### src/rtl/dafir_pkg.sv
package dafir_pkg;

  // Strobes issued by the sequencer to the arithmetic datapath
  typedef struct packed {
    logic loadSample;  // shift new sample in, clear accumulator
    logic accumStep;   // one bit-slice accumulation cycle
    logic signStep;    // current slice is the sign bit: subtract
    logic outLatch;    // capture the finished sum into the output
  } daStrobes_t;

endpackage

### src/rtl/dafir_lut.sv
module dafir_lut #(
  parameter int PART_TAPS = 4,
  parameter int COEF_W    = 10,
  parameter int SUM_W     = 14,
  parameter logic [PART_TAPS*COEF_W-1:0] PART_COEFS = '0
) (
  input  logic [PART_TAPS-1:0]     addr,
  output logic signed [SUM_W-1:0]  sum
);

  localparam int DEPTH = 1 << PART_TAPS;

  // Sum of the group's coefficients selected by the bits of k
  function automatic logic signed [SUM_W-1:0] entryValue(input int k);
    logic signed [SUM_W-1:0] total;
    logic signed [COEF_W-1:0] coef;
    total = '0;
    for (int t = 0; t < PART_TAPS; t++) begin
      coef = signed'(PART_COEFS[t*COEF_W +: COEF_W]);
      if (k[t]) total = total + SUM_W'(coef);
    end
    return total;
  endfunction

  logic signed [SUM_W-1:0] entries [DEPTH];

  for (genvar k = 0; k < DEPTH; k++) begin : g_entry
    assign entries[k] = entryValue(k);
  end

  assign sum = entries[addr];

endmodule

### src/rtl/dafir_ctrl.sv
module dafir_ctrl
  import dafir_pkg::*;
#(
  parameter int SAMPLE_W = 8,
  localparam int IDX_W   = $clog2(SAMPLE_W)
) (
  input  logic             clk,
  input  logic             rst,
  input  logic             inValid,
  output logic             inReady,
  output daStrobes_t       strb,
  output logic [IDX_W-1:0] bitIdx,
  output logic             outValid
);

  typedef enum logic {ST_IDLE, ST_RUN} ctrlState_t;

  ctrlState_t       state;
  logic [IDX_W-1:0] bitCnt;
  logic             lastBit;

  assign inReady = (state == ST_IDLE);
  assign lastBit = (bitCnt == IDX_W'(SAMPLE_W - 1));
  assign bitIdx  = bitCnt;

  always_comb begin
    strb            = '0;
    strb.loadSample = inReady && inValid;
    strb.accumStep  = (state == ST_RUN);
    strb.signStep   = (state == ST_RUN) && lastBit;
    strb.outLatch   = (state == ST_RUN) && lastBit;
  end

  always_ff @(posedge clk) begin
    if (rst) begin
      state    <= ST_IDLE;
      bitCnt   <= '0;
      outValid <= 1'b0;
    end else begin
      outValid <= strb.outLatch;
      case (state)
        ST_IDLE: begin
          bitCnt <= '0;
          if (inValid) state <= ST_RUN;
        end
        ST_RUN: begin
          if (lastBit) begin
            state  <= ST_IDLE;
            bitCnt <= '0;
          end else begin
            bitCnt <= bitCnt + 1'b1;
          end
        end
        default: state <= ST_IDLE;
      endcase
    end
  end

  AST_VALID_PULSE: assert property (@(posedge clk) disable iff (rst)
    outValid |=> !outValid);

  AST_READY_WITH_RESULT: assert property (@(posedge clk) disable iff (rst)
    outValid |-> inReady);

endmodule

### src/rtl/dafir_datapath.sv
module dafir_datapath
  import dafir_pkg::*;
#(
  parameter int NUM_TAPS  = 8,
  parameter int PART_TAPS = 4,
  parameter int SAMPLE_W  = 8,
  parameter int COEF_W    = 10,
  parameter int OUT_W     = 18,
  parameter logic [NUM_TAPS*COEF_W-1:0] COEFS = '0,
  localparam int IDX_W     = $clog2(SAMPLE_W),
  localparam int TAP_LOG   = $clog2(NUM_TAPS),
  localparam int NUM_PARTS = NUM_TAPS / PART_TAPS,
  localparam int SUM_W     = COEF_W + TAP_LOG + 1,
  localparam int FULL_W    = SAMPLE_W + COEF_W + TAP_LOG,
  localparam int ACC_W     = FULL_W + 1
) (
  input  logic                clk,
  input  logic                rst,
  input  daStrobes_t          strb,
  input  logic [IDX_W-1:0]    bitIdx,
  input  logic [SAMPLE_W-1:0] inData,
  output logic [OUT_W-1:0]    outData
);

  // Tap delay line, tap 0 newest
  logic [NUM_TAPS-1:0][SAMPLE_W-1:0] line;

  always_ff @(posedge clk) begin
    if (rst) begin
      line <= '0;
    end else if (strb.loadSample) begin
      line[0] <= inData;
      for (int t = 1; t < NUM_TAPS; t++) line[t] <= line[t-1];
    end
  end

  // One bit position taken from every stored sample
  logic [NUM_TAPS-1:0] slice;

  always_comb begin
    for (int t = 0; t < NUM_TAPS; t++) slice[t] = line[t][bitIdx];
  end

  // Partition tables
  logic signed [SUM_W-1:0] partSum [NUM_PARTS];

  for (genvar p = 0; p < NUM_PARTS; p++) begin : g_part
    dafir_lut #(
      .PART_TAPS (PART_TAPS),
      .COEF_W    (COEF_W),
      .SUM_W     (SUM_W),
      .PART_COEFS(COEFS[p*PART_TAPS*COEF_W +: PART_TAPS*COEF_W])
    ) u_lut (
      .addr(slice[p*PART_TAPS +: PART_TAPS]),
      .sum (partSum[p])
    );
  end

  logic signed [SUM_W-1:0] tableSum;

  always_comb begin
    tableSum = '0;
    for (int p = 0; p < NUM_PARTS; p++) tableSum = tableSum + partSum[p];
  end

  // Shift-accumulator: right shift each cycle, term weighted by 2^(SAMPLE_W-1)
  logic signed [ACC_W-1:0] acc;
  logic signed [ACC_W-1:0] accShifted;
  logic signed [ACC_W-1:0] termExt;
  logic signed [ACC_W-1:0] accNext;

  assign termExt    = {{(ACC_W-SUM_W){tableSum[SUM_W-1]}}, tableSum} <<< (SAMPLE_W - 1);
  assign accShifted = acc >>> 1;
  assign accNext    = strb.signStep ? (accShifted - termExt) : (accShifted + termExt);

  always_ff @(posedge clk) begin
    if (rst) begin
      acc     <= '0;
      outData <= '0;
    end else begin
      if (strb.loadSample)     acc <= '0;
      else if (strb.accumStep) acc <= accNext;
      if (strb.outLatch) outData <= accNext[FULL_W-1 -: OUT_W];
    end
  end

  AST_LINE_HOLD: assert property (@(posedge clk) disable iff (rst)
    !strb.loadSample |=> $stable(line));

  AST_LOAD_OR_STEP: assert property (@(posedge clk) disable iff (rst)
    $onehot0({strb.loadSample, strb.accumStep}));

  AST_NO_OVERFLOW: assert property (@(posedge clk) disable iff (rst)
    strb.outLatch |-> (accNext[ACC_W-1] == accNext[FULL_W-1]));

endmodule

### src/rtl/dafir_top.sv
module dafir_top
  import dafir_pkg::*;
#(
  parameter int NUM_TAPS  = 8,
  parameter int PART_TAPS = 4,
  parameter int SAMPLE_W  = 8,
  parameter int COEF_W    = 10,
  parameter int OUT_W     = 18,
  parameter logic [NUM_TAPS*COEF_W-1:0] COEFS = {
    10'h005, 10'h200, 10'h040, 10'h0C8, 10'h0FF, 10'h065, 10'h3DB, 10'h00C}
) (
  input  logic                clk,
  input  logic                rst,
  input  logic                inValid,
  output logic                inReady,
  input  logic [SAMPLE_W-1:0] inData,
  output logic                outValid,
  output logic [OUT_W-1:0]    outData
);

  localparam int IDX_W = $clog2(SAMPLE_W);
  localparam int CNT_W = $clog2(SAMPLE_W + 2);

  daStrobes_t       strb;
  logic [IDX_W-1:0] bitIdx;

  dafir_ctrl #(
    .SAMPLE_W(SAMPLE_W)
  ) u_ctrl (
    .clk     (clk),
    .rst     (rst),
    .inValid (inValid),
    .inReady (inReady),
    .strb    (strb),
    .bitIdx  (bitIdx),
    .outValid(outValid)
  );

  dafir_datapath #(
    .NUM_TAPS (NUM_TAPS),
    .PART_TAPS(PART_TAPS),
    .SAMPLE_W (SAMPLE_W),
    .COEF_W   (COEF_W),
    .OUT_W    (OUT_W),
    .COEFS    (COEFS)
  ) u_dp (
    .clk    (clk),
    .rst    (rst),
    .strb   (strb),
    .bitIdx (bitIdx),
    .inData (inData),
    .outData(outData)
  );

  // Edges since the last accepted sample, saturating; supports the cadence check
  logic [CNT_W-1:0] sinceAccept;

  always_ff @(posedge clk) begin
    if (rst)                          sinceAccept <= CNT_W'(SAMPLE_W + 1);
    else if (inValid && inReady)      sinceAccept <= '0;
    else if (sinceAccept != CNT_W'(SAMPLE_W + 1)) sinceAccept <= sinceAccept + 1'b1;
  end

  AST_RESULT_CADENCE: assert property (@(posedge clk) disable iff (rst)
    outValid |-> (sinceAccept == CNT_W'(SAMPLE_W)));

endmodule

### config.mk
export PLATFORM = sky130hd
export DESIGN_NAME = dafir_top
export DESIGN_NICKNAME = d
export VERILOG_FILES = /design/src/rtl/dafir_pkg.sv /design/src/rtl/dafir_lut.sv /design/src/rtl/dafir_ctrl.sv /design/src/rtl/dafir_datapath.sv /design/src/rtl/dafir_top.sv
export SDC_FILE = /design/constraint.sdc
export NUM_CORES = 1
export LEC_CHECK = 0
export CAP_MARGIN = 15
export CORE_ASPECT_RATIO = 1.25
export CORE_UTILIZATION = 40
export CTS_CLUSTER_SIZE = 12
export DETAILED_ROUTE_END_ITERATION = 6
export GPL_TIMING_DRIVEN = 0
export HOLD_SLACK_MARGIN = 0.1
export PLACE_DENSITY = 0.6
export RECOVER_POWER = 100
export SLEW_MARGIN = 20
export SYNTH_ARGS = -nofsm -noshare
export SYNTH_HDL_FRONTEND = slang
export SYNTH_SLANG_ARGS = --single-unit
### constraint.sdc
create_clock -name clk -period 8.13 [get_ports clk]
set_input_delay 1.626 -clock clk [delete_from_list [all_inputs] [get_ports clk]]
set_output_delay 1.626 -clock clk [all_outputs]
set_load 0.05 [all_outputs]
==> results of run 1 <==
-- metal layers --
layer  vias up  track usage  share of wire
met1      1985        0.224           0.45
li1       2107            -              -
met3        11       0.0340          0.036
met5         -            0              0
met2        71        0.312           0.50
met4         0       0.0563          0.015
-- cells by family after synthesis --
| logic type | count (synthesis) |
|---|---|
| simple gates | 140 |
| compound gates | 148 |
| xor+xnor | 28 |
| buf+inv | 50 |
| fa+ha+maj | 38 |
| mux | 45 |
| flops | 105 |
-- area by class of cell --
class,instances,area [um^2],area share
flip-flops and latches,105,2100,0.332
well taps,171,214,0.0338
multi-input cells,399,3170,0.500
inverters,16,62.6,0.00988
clock inverters,7,134,0.0212
plain buffers,34,136,0.0215
repair buffers,29,290,0.0459
clock buffers,9,225,0.0356
-- registers in the layout, summed over array words and instances, names as in the netlist --
name and count:
u_ctrl.bitIdx 3, u_dp.outData 18, u_dp.acc 18, u_ctrl.state 1, u_dp.line 64, u_ctrl.outValid 1
-- worst max-delay path: cells and delay by family, from the launching register on --
family | cells | cell delay [ns]
simple gates | 10 | 1.75
buf+inv | 4 | 1.46
mux | 3 | 1.12
compound gates | 10 | 1.58
fa+ha+maj | 3 | 0.92
flops | 1 | 0.35
xor+xnor | 1 | 0.09
-- cells in the mapped netlist (all sizes together) (5+ instances only) --
cell / n / area share
mux4: 16 / 0.066
ha: 37 / 0.085
nor2b: 6 / 0.0069
inv: 16 / 0.011
mux2: 5 / 0.011
xnor2: 17 / 0.027
a22o: 64 / 0.10
a21o: 6 / 0.0096
nor3: 9 / 0.0091
dfxtp: 105 / 0.38
nor2: 42 / 0.030
o21ai: 14 / 0.013
nand3: 7 / 0.0064
buf: 9 / 0.0080
clkbuf: 25 / 0.017
a21oi: 35 / 0.032
xor2: 11 / 0.018
mux2i: 24 / 0.046
nand2: 55 / 0.038
-- power groups by stage --
stage / Clock, uW / Combinational, uW / Sequential (uW)
floorplan: 0 / 237 / 546
global placement: 0 / 289 / 549
detailed placement: 0 / 296 / 549
CTS: 528 / 297 / 537
global route: 549 / 327 / 539
finish: 517 / 295 / 537
-- how the worst max path moves through the flow --
stage / endpoint
final: u_dp.acc[21]$_SDFFE_PP0P_
after global routing: u_dp.acc[21]$_SDFFE_PP0P_
after CTS: u_dp.acc[21]$_SDFFE_PP0P_
after global placement: u_dp.acc[21]$_SDFFE_PP0P_
after floorplan: u_dp.acc[21]$_SDFFE_PP0P_
after detailed placement: u_dp.acc[21]$_SDFFE_PP0P_
-- per-stage QoR --
| step | hold WS (ns) | util | setup slack (ns) | instances |
|---|---|---|---|---|
| finish | 0.448 | 0.476 | 0.784 | 770 |
| floorplan | 0.431 | - | 1.92 | 554 |
| global placement | 0.442 | 0.450 | 0.919 | 754 |
| detailed placement | 0.446 | 0.450 | 0.852 | 754 |
| CTS | 0.456 | 0.477 | 0.803 | 770 |
| global route | 0.469 | 0.476 | 0.127 | 770 |
==> flow_metrics.py, run 1 <==
metrics = {
    "logic_synthesis": {
        "synth_xor_area_frac": 0.0448,
        "yosysSeqAreaShare": 0.384,
        "synthCells": 554,
        "async_reset_ff_frac": 0,
        "syn_avg_cell_area_um2": 9.88,
        "synth_warnings": 0,
        "synth_cell_types": 56,
        "ys_ff_latch": 105,
        "synth_top_family_by_area": "compound AO/OA/AOI/OAI gates",
        "synth-compound-area-share": 0.207,
        "synth_edf_count": 0,
        "synthSimpleGateAreaFrac": 0.117,
        "syn_area_mm2": 0.00547,
        "syn-num-nets": 603,
        "synthAdderAreaFrac": 0.0882,
        "synth.area.mux_share": 0.123,
        "dominantRegCellSynth": "dfxtp_1",
    },
    "setup_path": {
        "r2r_setup_slack_ns": 0.78,
        "worstSetupEndpointType": "flip-flop",
        "r2r_end": "u_dp.acc[21]$_SDFFE_PP0P_",
        "cp_data_required_time_ns": 8.40,
        "rr_startpoint": "u_ctrl.bitIdx[1]$_SDFF_PP0_",
        "path_max_fanout": 10,
        "slowest_stage": "buf_1",
        "cpPeakStageDelay_ns": 0.61,
        "critical_path_class": "reg -> reg",
        "worstRegToRegCells": 31,
        "startpoint": "u_ctrl.bitIdx[1]$_SDFF_PP0_",
        "cp.arrival_ns": 7.62,
        "setup.worst_path.start_class": "flip-flop",
    },
    "die": {
        "fp.dieW_um": 107,
        "initial_core_util": 0.412,
        "ios": 31,
        "die_h_um": 133,
        "fp.coreArea_mm2": 0.0133,
        "num_rows": 47,
        "die_area_mm2": 0.0142,
    },
    "clock_tree": {
        "cts_tree": "yes",
        "htreeDepth": 3,
        "cts.sinks": 105,
        "cts_resized": 0,
        "cts.reportedPaths.clkPinSlew_ns": 0.08,
        "cts_setup_buffers": 0,
        "clkLatencyLatePin_ns": 0.35,
        "cts_hold_buf": 0,
        "root_buffer": "clkbuf_16",
        "cts_buffers": 9,
        "cts.path.max_buffers": 2,
    },
    "global_routing": {
        "grt_pass1_wl_mm": 20.2,
        "grt_usage": 0.180,
        "grt_start_max_net_pins": 20,
        "antenna_found_initial": 0,
        "grt_overflow": 0,
        "grt_pass1_vias": 4086,
    },
    "sta": {
        "fin_crit_ns": 7.35,
        "slew_headroom": 0.415,
        "fin_crit_sh": 0.904,
        "finalHoldViolCount": 0,
        "worst_pin_slew_ns": 0.877,
        "fmax_mhz": 136,
        "finClkSkew_ns": 0.00664,
        "slew_viol_final": 0,
        "setup_violations": 0,
        "finalSetupTns_ns": 0,
        "rsz0062_at_grt": "no",
    },
    "placement": {
        "hpwl_mm": 9.37,
        "gp_congestion": 0.800,
        "dpl_cell_area_mm2": 0.00598,
        "portBuffers": 29,
    },
    "pwr": {
        "finalPower_uw": 1350,
        "pwr-share-seq": 0.398,
        "p_sw_uw": 391,
        "switching_share": 0.289,
        "p_per_area_mw_per_mm2": 213,
        "p_int_uw": 959,
        "p_comb_frac": 0.219,
        "irDropWorstVdd_v": 0.0000888,
        "p_leak_uw": 0.00260,
        "p_clk_frac": 0.383,
    },
    "min_path": {
        "hold_path_depth": 2,
        "min_to": "u_dp.outData[7]$_SDFFE_PP0P_",
        "hold_class": "reg -> reg",
        "hold_start": "u_dp.outData[7]$_SDFFE_PP0P_",
    },
    "cells_and_area": {
        "fillers": 1259,
        "fin_area_mm2": 0.00633,
        "final_cell_mix": "105 x dfxtp_1, 64 x a22o_1, 55 x nand2_1",
        "layout-drive-gt1-share": 0.0801,
        "nNetsFinal": 643,
        "n_antenna_cell": 0,
        "area_growth_pct": 15.7,
        "layout_commonest_cell": "dfxtp_1",
    },
    "flow_run": {
        "maxCapViolations": 0,
    },
    "detailed_routing": {
        "post_drt_wl_per_cell_um": 15.8,
        "final_antenna_net_count": 0,
        "routed_wirelength_mm": 12.2,
        "dr.pass1.iters": 4,
        "drc": 0,
        "via_count": 4174,
        "dr.first_iter.drc_count": 205,
        "vias_per_cell": 5.42,
    },
    "outcome": {
        "outcome": "finished clean",
    },
}
Note: power is estimated with default switching activity, not from simulation.
==> inputs of run 2 (changes only) <==
--- a/config.mk
+++ b/config.mk
@@ -8,6 +8,7 @@
 export CAP_MARGIN = 15
 export CORE_ASPECT_RATIO = 1.25
 export CORE_UTILIZATION = 40
+export CTS_CLUSTER_DIAMETER = 50
 export CTS_CLUSTER_SIZE = 12
 export DETAILED_ROUTE_END_ITERATION = 6
 export GPL_TIMING_DRIVEN = 0
==> results of run 2 <==
Same layout as run 1: the final DEF is identical, and so are final timing and power.
